$ cat src/rtl/skip_seq_pkg.sv
package skip_seq_pkg;

    typedef enum logic [1:0] {
        SQ_IDLE = 2'd0,
        SQ_SLOW = 2'd1,
        SQ_FAST = 2'd2
    } sq_state_e;

endpackage

$ cat src/rtl/skip_run_count.sv
// Counts the consecutive 1 bits of a pattern starting at bit 1.
module skip_run_count #(
    parameter int PAT_W  = 32,
    parameter int STEP_W = 6
) (
    input  logic [PAT_W-1:0]  pat_i,
    output logic [STEP_W-1:0] run_o
);

    logic [PAT_W-1:0] alive;

    assign alive[0] = 1'b0;

    genvar gi;
    generate
        for (gi = 1; gi < PAT_W; gi++) begin : g_chain
            if (gi == 1) begin : g_first
                assign alive[gi] = pat_i[gi];
            end else begin : g_rest
                assign alive[gi] = pat_i[gi] & alive[gi-1];
            end
        end
    endgenerate

    always_comb begin
        run_o = '0;
        for (int i = 1; i < PAT_W; i++) begin
            run_o = run_o + STEP_W'(alive[i]);
        end
    end

endmodule

$ cat src/rtl/skip_pat_reg.sv
// Pattern register: load, shift down by a variable amount, or hold.
module skip_pat_reg #(
    parameter int PAT_W  = 32,
    parameter int STEP_W = 6
) (
    input  logic              clk,
    input  logic              rst,
    input  logic              load_i,
    input  logic [PAT_W-1:0]  load_val_i,
    input  logic              shift_i,
    input  logic [STEP_W-1:0] amt_i,
    output logic [PAT_W-1:0]  pat_o,
    output logic [PAT_W-1:0]  after_o
);

    logic [PAT_W-1:0] pat_q;

    assign after_o = pat_q >> amt_i;
    assign pat_o   = pat_q;

    always_ff @(posedge clk) begin
        if (rst) begin
            pat_q <= '0;
        end else if (load_i) begin
            pat_q <= load_val_i;
        end else if (shift_i) begin
            pat_q <= after_o;
        end
    end

endmodule

$ cat src/rtl/skip_fsm.sv
// Mode state machine: idle, cancelling, hopping.
module skip_fsm
    import skip_seq_pkg::*;
(
    input  logic      clk,
    input  logic      rst,
    input  logic      ld_slow_i,
    input  logic      ld_fast_i,
    input  logic      ld_zero_i,
    input  logic      strobe_i,
    input  logic      branch_i,
    input  logic      inhibit_i,
    input  logic      head_i,
    input  logic      after_zero_i,
    output sq_state_e state_o,
    output logic      consume_o,
    output logic      cancel_o,
    output logic      hop_o
);

    sq_state_e state_q, state_d;
    logic      any_ld;

    assign any_ld  = ld_slow_i | ld_fast_i;
    assign state_o = state_q;

    // state register
    always_ff @(posedge clk) begin
        if (rst) begin
            state_q <= SQ_IDLE;
        end else begin
            state_q <= state_d;
        end
    end

    // next state
    always_comb begin
        state_d = state_q;
        if (ld_fast_i) begin
            state_d = ld_zero_i ? SQ_IDLE : SQ_FAST;
        end else if (ld_slow_i) begin
            state_d = ld_zero_i ? SQ_IDLE : SQ_SLOW;
        end else begin
            unique case (state_q)
                SQ_IDLE: state_d = SQ_IDLE;
                SQ_SLOW,
                SQ_FAST: begin
                    if (consume_o && after_zero_i) begin
                        state_d = SQ_IDLE;
                    end
                end
                default: state_d = SQ_IDLE;
            endcase
        end
    end

    // outputs
    always_comb begin
        consume_o = 1'b0;
        cancel_o  = 1'b0;
        hop_o     = 1'b0;
        unique case (state_q)
            SQ_IDLE: ;
            SQ_SLOW: begin
                consume_o = strobe_i && !branch_i && !any_ld;
                cancel_o  = consume_o && head_i;
            end
            SQ_FAST: begin
                consume_o = strobe_i && !branch_i && !any_ld;
                cancel_o  = consume_o && head_i;
                hop_o     = consume_o && !inhibit_i;
            end
            default: ;
        endcase
    end

endmodule

$ cat src/rtl/skip_seq.sv
// Skip-pattern sequencer top.
module skip_seq
    import skip_seq_pkg::*;
#(
    parameter int OP_W   = 32,
    parameter int ADDR_W = 10,
    parameter int PAT_W  = OP_W,
    parameter int STEP_W = $clog2(PAT_W + 1)
) (
    input  logic              clk,
    input  logic              rst,
    input  logic              load_slow_i,
    input  logic              load_fast_i,
    input  logic              load_jump_i,
    input  logic [OP_W-1:0]   operand_i,
    input  logic              exec_strobe_i,
    input  logic              branch_busy_i,
    input  logic              loop_active_i,
    input  logic              ext_exec_i,
    output logic              cancel_o,
    output logic [STEP_W-1:0] pc_step_o,
    output logic              jump_go_o,
    output logic [ADDR_W-1:0] jump_addr_o
);

    localparam int JPAT_W = OP_W - ADDR_W;

    sq_state_e         state;
    logic              consume, hop;
    logic              ld_fast, ld_slow, any_load;
    logic [PAT_W-1:0]  load_val, pat_q, pat_after;
    logic [STEP_W-1:0] run, amt;
    logic              jump_go_q;
    logic [ADDR_W-1:0] jump_addr_q;

    assign ld_fast  = load_fast_i | load_jump_i;
    assign ld_slow  = load_slow_i & ~ld_fast;
    assign any_load = ld_fast | ld_slow;

    always_comb begin
        if (load_jump_i) begin
            load_val = PAT_W'(operand_i[OP_W-1:ADDR_W]);
        end else begin
            load_val = PAT_W'(operand_i);
        end
    end

    skip_run_count #(.PAT_W(PAT_W), .STEP_W(STEP_W)) run_i (
        .pat_i (pat_q),
        .run_o (run)
    );

    assign amt = hop ? (run + STEP_W'(1)) : STEP_W'(1);

    skip_pat_reg #(.PAT_W(PAT_W), .STEP_W(STEP_W)) pat_i (
        .clk        (clk),
        .rst        (rst),
        .load_i     (any_load),
        .load_val_i (load_val),
        .shift_i    (consume),
        .amt_i      (amt),
        .pat_o      (pat_q),
        .after_o    (pat_after)
    );

    skip_fsm fsm_i (
        .clk          (clk),
        .rst          (rst),
        .ld_slow_i    (ld_slow),
        .ld_fast_i    (ld_fast),
        .ld_zero_i    (load_val == '0),
        .strobe_i     (exec_strobe_i),
        .branch_i     (branch_busy_i),
        .inhibit_i    (loop_active_i | ext_exec_i),
        .head_i       (pat_q[0]),
        .after_zero_i (pat_after == '0),
        .state_o      (state),
        .consume_o    (consume),
        .cancel_o     (cancel_o),
        .hop_o        (hop)
    );

    assign pc_step_o = amt;

    always_ff @(posedge clk) begin
        if (rst) begin
            jump_go_q   <= 1'b0;
            jump_addr_q <= '0;
        end else begin
            jump_go_q <= load_jump_i;
            if (load_jump_i) begin
                jump_addr_q <= operand_i[ADDR_W-1:0];
            end
        end
    end

    assign jump_go_o   = jump_go_q;
    assign jump_addr_o = jump_addr_q;

endmodule

$ cat config.mk
export PLATFORM = sky130hd
export DESIGN_NAME = skip_seq
export DESIGN_NICKNAME = d
export VERILOG_FILES = /design/src/rtl/skip_seq_pkg.sv /design/src/rtl/skip_run_count.sv /design/src/rtl/skip_pat_reg.sv /design/src/rtl/skip_fsm.sv /design/src/rtl/skip_seq.sv
export SDC_FILE = /design/constraint.sdc
export NUM_CORES = 1
export LEC_CHECK = 0
export BUFFER_PORTS_ARGS = -buffer_cell sky130_fd_sc_hd__clkbuf_2
export CAP_MARGIN = 30
export CORE_AREA = 2 2 111 113
export DETAILED_ROUTE_END_ITERATION = 8
export DIE_AREA = 0 0 113 115
export HOLD_SLACK_MARGIN = 0.08
export PLACE_DENSITY = 0.68
export SKIP_CTS_REPAIR_TIMING = 1
export SYNTH_ARGS = -nofsm -noshare
export SYNTH_HDL_FRONTEND = slang
export SYNTH_HIERARCHICAL = 1
export SYNTH_SLANG_ARGS = --single-unit
$ cat constraint.sdc
create_clock -name clk -period 25.9 [get_ports clk]
set_clock_uncertainty 0.15 [all_clocks]
set_input_delay 7.77 -clock clk [delete_from_list [all_inputs] [get_ports clk]]
set_output_delay 7.77 -clock clk [all_outputs]
set_load 0.1 [all_outputs]
==> metrics.txt <==
register area 901 µm²; Setup TNS 0 ps; Synth area leaders dfxtp_1 (16%), fa_1 (7.9%), mux2_2 (7.5%), mux2i_1 (6.8%), mux4_2 (6.0%); final setup vio count 0; Via Count 5419; Design Area, Final 6070 µm²; cts bufs inserted 5; antenna violations before repair 0; final worst slack 7390 ps; vias in the first global route 5167; Post-DP HPWL 14300 µm; PD cells 33.7 nW/µm²; Main synth FF type dfxtp_1; max frequency 54.0 MHz; CTS Root Cell clkbuf_16; Tcrit/Tclk final 0.715; wire per inst 22.2 µm; number of placed I/O pins 59; final hold vios 0; Worst path max stage delay 780 ps; worst slew pin tran 1050 ps; Top delay family on crit path simple AND/OR/NAND/NOR gates; CTS tree yes; worst path bufs/invs 4; clock buffer depth 2; sequential fraction of the synthesis area 0.161; area of the multi-input gates 4330 µm²; die area 13000 µm²; Via density 6.48; path type of the worst setup path in2out; Synth async-reset ratio 0; Required @ worst endpoint 17980 ps; mux cell area share after synthesis 0.243; Compound-Gate Fraction of Synth Area 0.149; cells along the critical path clkbuf_2, buf_4, or2_2, nor2_1, nor4_1, buf_4, and2_1, clkbuf_2; HP Class reg2reg; layout cell share with drive strength beyond 1 0.218; maximum vdd drop 0.0000418 V; CTS Sinks 45; commonest non-fill, non-tap cell in the layout nor2_1; most frequent cells in the layout nor2_1 (61), clkbuf_2 (58), dfxtp_1 (45); Initial DRC Count 493; DR pass1 iterations 5; CP max FO 50; Mapped Nets 732; grt total ovfl 0; clk_lat worst skew 290 ps; status complete, no violations; Core ar. 11800 µm²; number of fillers in the final layout 1153; FF+latch count, synth 45; Worst slew margin 0.300; Die Ht 115 µm; Distinct cells, synth 67; n_diodes 0; Max Cap Viol 0; EDFF count, synth 0; Mapped Area 5590 µm²; ANT nets after route 0; yosys warns 6; Yosys top cell area share 0.161; htree depth 2; initial core utilization 0.473; Post-Synthesis Cells 660; P&R area growth vs syn 8.64%; largest net degree at the start of global routing 67; Leak 2.65 nW; GRT Total Usage 0.284; Final min period 18510 ps; simple-gate share of the synthesized area 0.272; Worst-path clk slew 60 ps; first-pass GRT wire length 29000 µm; die width 113 µm; final WL 18600 µm; crit path DAT 10590 ps; GP Congestion 1.01; final net count 760; dpl cell area 5900 µm²; unrepaired setup endpoints after global routing no; synthesized area per cell 8.46 µm²; post-synthesis xor/xnor area fraction 0.0110; post-place setup slack 7320 ps; Synth Area in Adders 0.0990; largest family of logic cells by synthesized area simple AND/OR/NAND/NOR gates; Critical Path Start Type primary input; post-synth top area cell dfxtp_1; Core Rows 40; DR DRC count 0; endpoint class of the critical path output pin; Slowest-stage cell, CP and2_1; Slew Limit Fails 0; PortBufs 58
path summary, 6_finish.rpt:
path | endpoint | slack [ps] | depth (start not counted) | from
worst max-delay path | pc_step_o[3] | 7390 | 8 | load_jump_i
worst min-delay path | fsm_i/state_o[1]$_SDFFE_PP0P_ | 320 | 2 | fsm_i/state_o[1]$_SDFFE_PP0P_
worst max register to register | fsm_i/state_o[0]$_SDFFE_PP0P_ | 15800 | 27 | pat_i/pat_o[2]$_SDFFE_PP0P_
worst min register to register | fsm_i/state_o[1]$_SDFFE_PP0P_ | 320 | 2 | fsm_i/state_o[1]$_SDFFE_PP0P_
kinds of logic after synthesis:
kind of cell | count (synthesis)
xor gates and xnor gates | 7
DFF | 45
adders and majority gates | 31
muxes | 99
buffers and inverters | 82
AOI/OAI and AO/OA | 115
and+or+nand+nor | 281
area by class of cell:
class	instances	area share
timing repair buffer	65	0.0585
sequential	45	0.148
tap	147	0.0303
clock buffer	6	0.0229
clock inverter	2	0.00227
inverter	38	0.0235
multi-input combinational	533	0.714
synth_stat cells (7+ instances only):
cell       n
a21oi_1   19
nor2b_1   23
nand2_1   45
o22ai_1    9
nor3b_1   13
mux2_2    37
nor3_1    29
nor2_1    61
o21ai_0   16
buf_2      9
mux2i_1   38
nor4_1    21
nand4_1    9
nand3b_1  12
ha_1       9
mux4_1     8
o21a_1     8
inv_1     38
nand3_1   14
a211o_1    7
a21o_1    14
fa_1      22
and2_1    14
mux4_2    15
clkbuf_1  26
a221oi_1   7
dfxtp_1   45
worst reg2reg max path, stage by stage, from the launching register on:
cell and delay, ps:
dfxtp_1 510, nand3_1 230, nor3_1 720, nand4_1 260, fa_1 580, inv_1 50, fa_1 500, fa_1 590
fa_1 450, fa_1 510, inv_1 50, fa_1 520, inv_1 60, fa_1 480, fa_1 470, xor2_1 300
nand3_1 170, xnor2_1 180, and2_1 790, or3_1 670, nor2_1 150, a2bb2oi_1 240, or3b_4 440, nor4_1 300
nand4_1 160, nor2_1 150, and3b_1 210, o41ai_1 70
per-stage QoR:
step | std cells | util | power [mW] | hold WS, ps
floorplan | 660 | - | 0.119 | 291
global placement | 827 | 0.499 | 0.137 | 312
detailed placement | 827 | 0.499 | 0.138 | 314
CTS | 835 | 0.512 | 0.204 | 322
global route | 836 | 0.514 | 0.211 | 351
finish | 836 | 0.514 | 0.204 | 320
registers in the layout (all words and copies together) (netlist names):
| signal | flops |
|---|---|
| fsm_i/state_o | 2 |
| jump_addr_o | 10 |
| pat_i/pat_o | 32 |
| jump_go_o | 1 |
layer usage:
metal / wire, µm / track usage
met5: 0 / 0
met4: 701 / 0.115
met3: 1410 / 0.0279
met2: 8650 / 0.463
met1: 7790 / 0.390
power breakdown:
part           internal, mW  leakage (nW)  total [mW]  switching (mW)
clock network        0.0384        0.0768      0.0664          0.0280
registers            0.0737         0.373      0.0831         0.00936
logic                0.0227          2.20      0.0549          0.0322
Power figures use the tool's default switching activity.
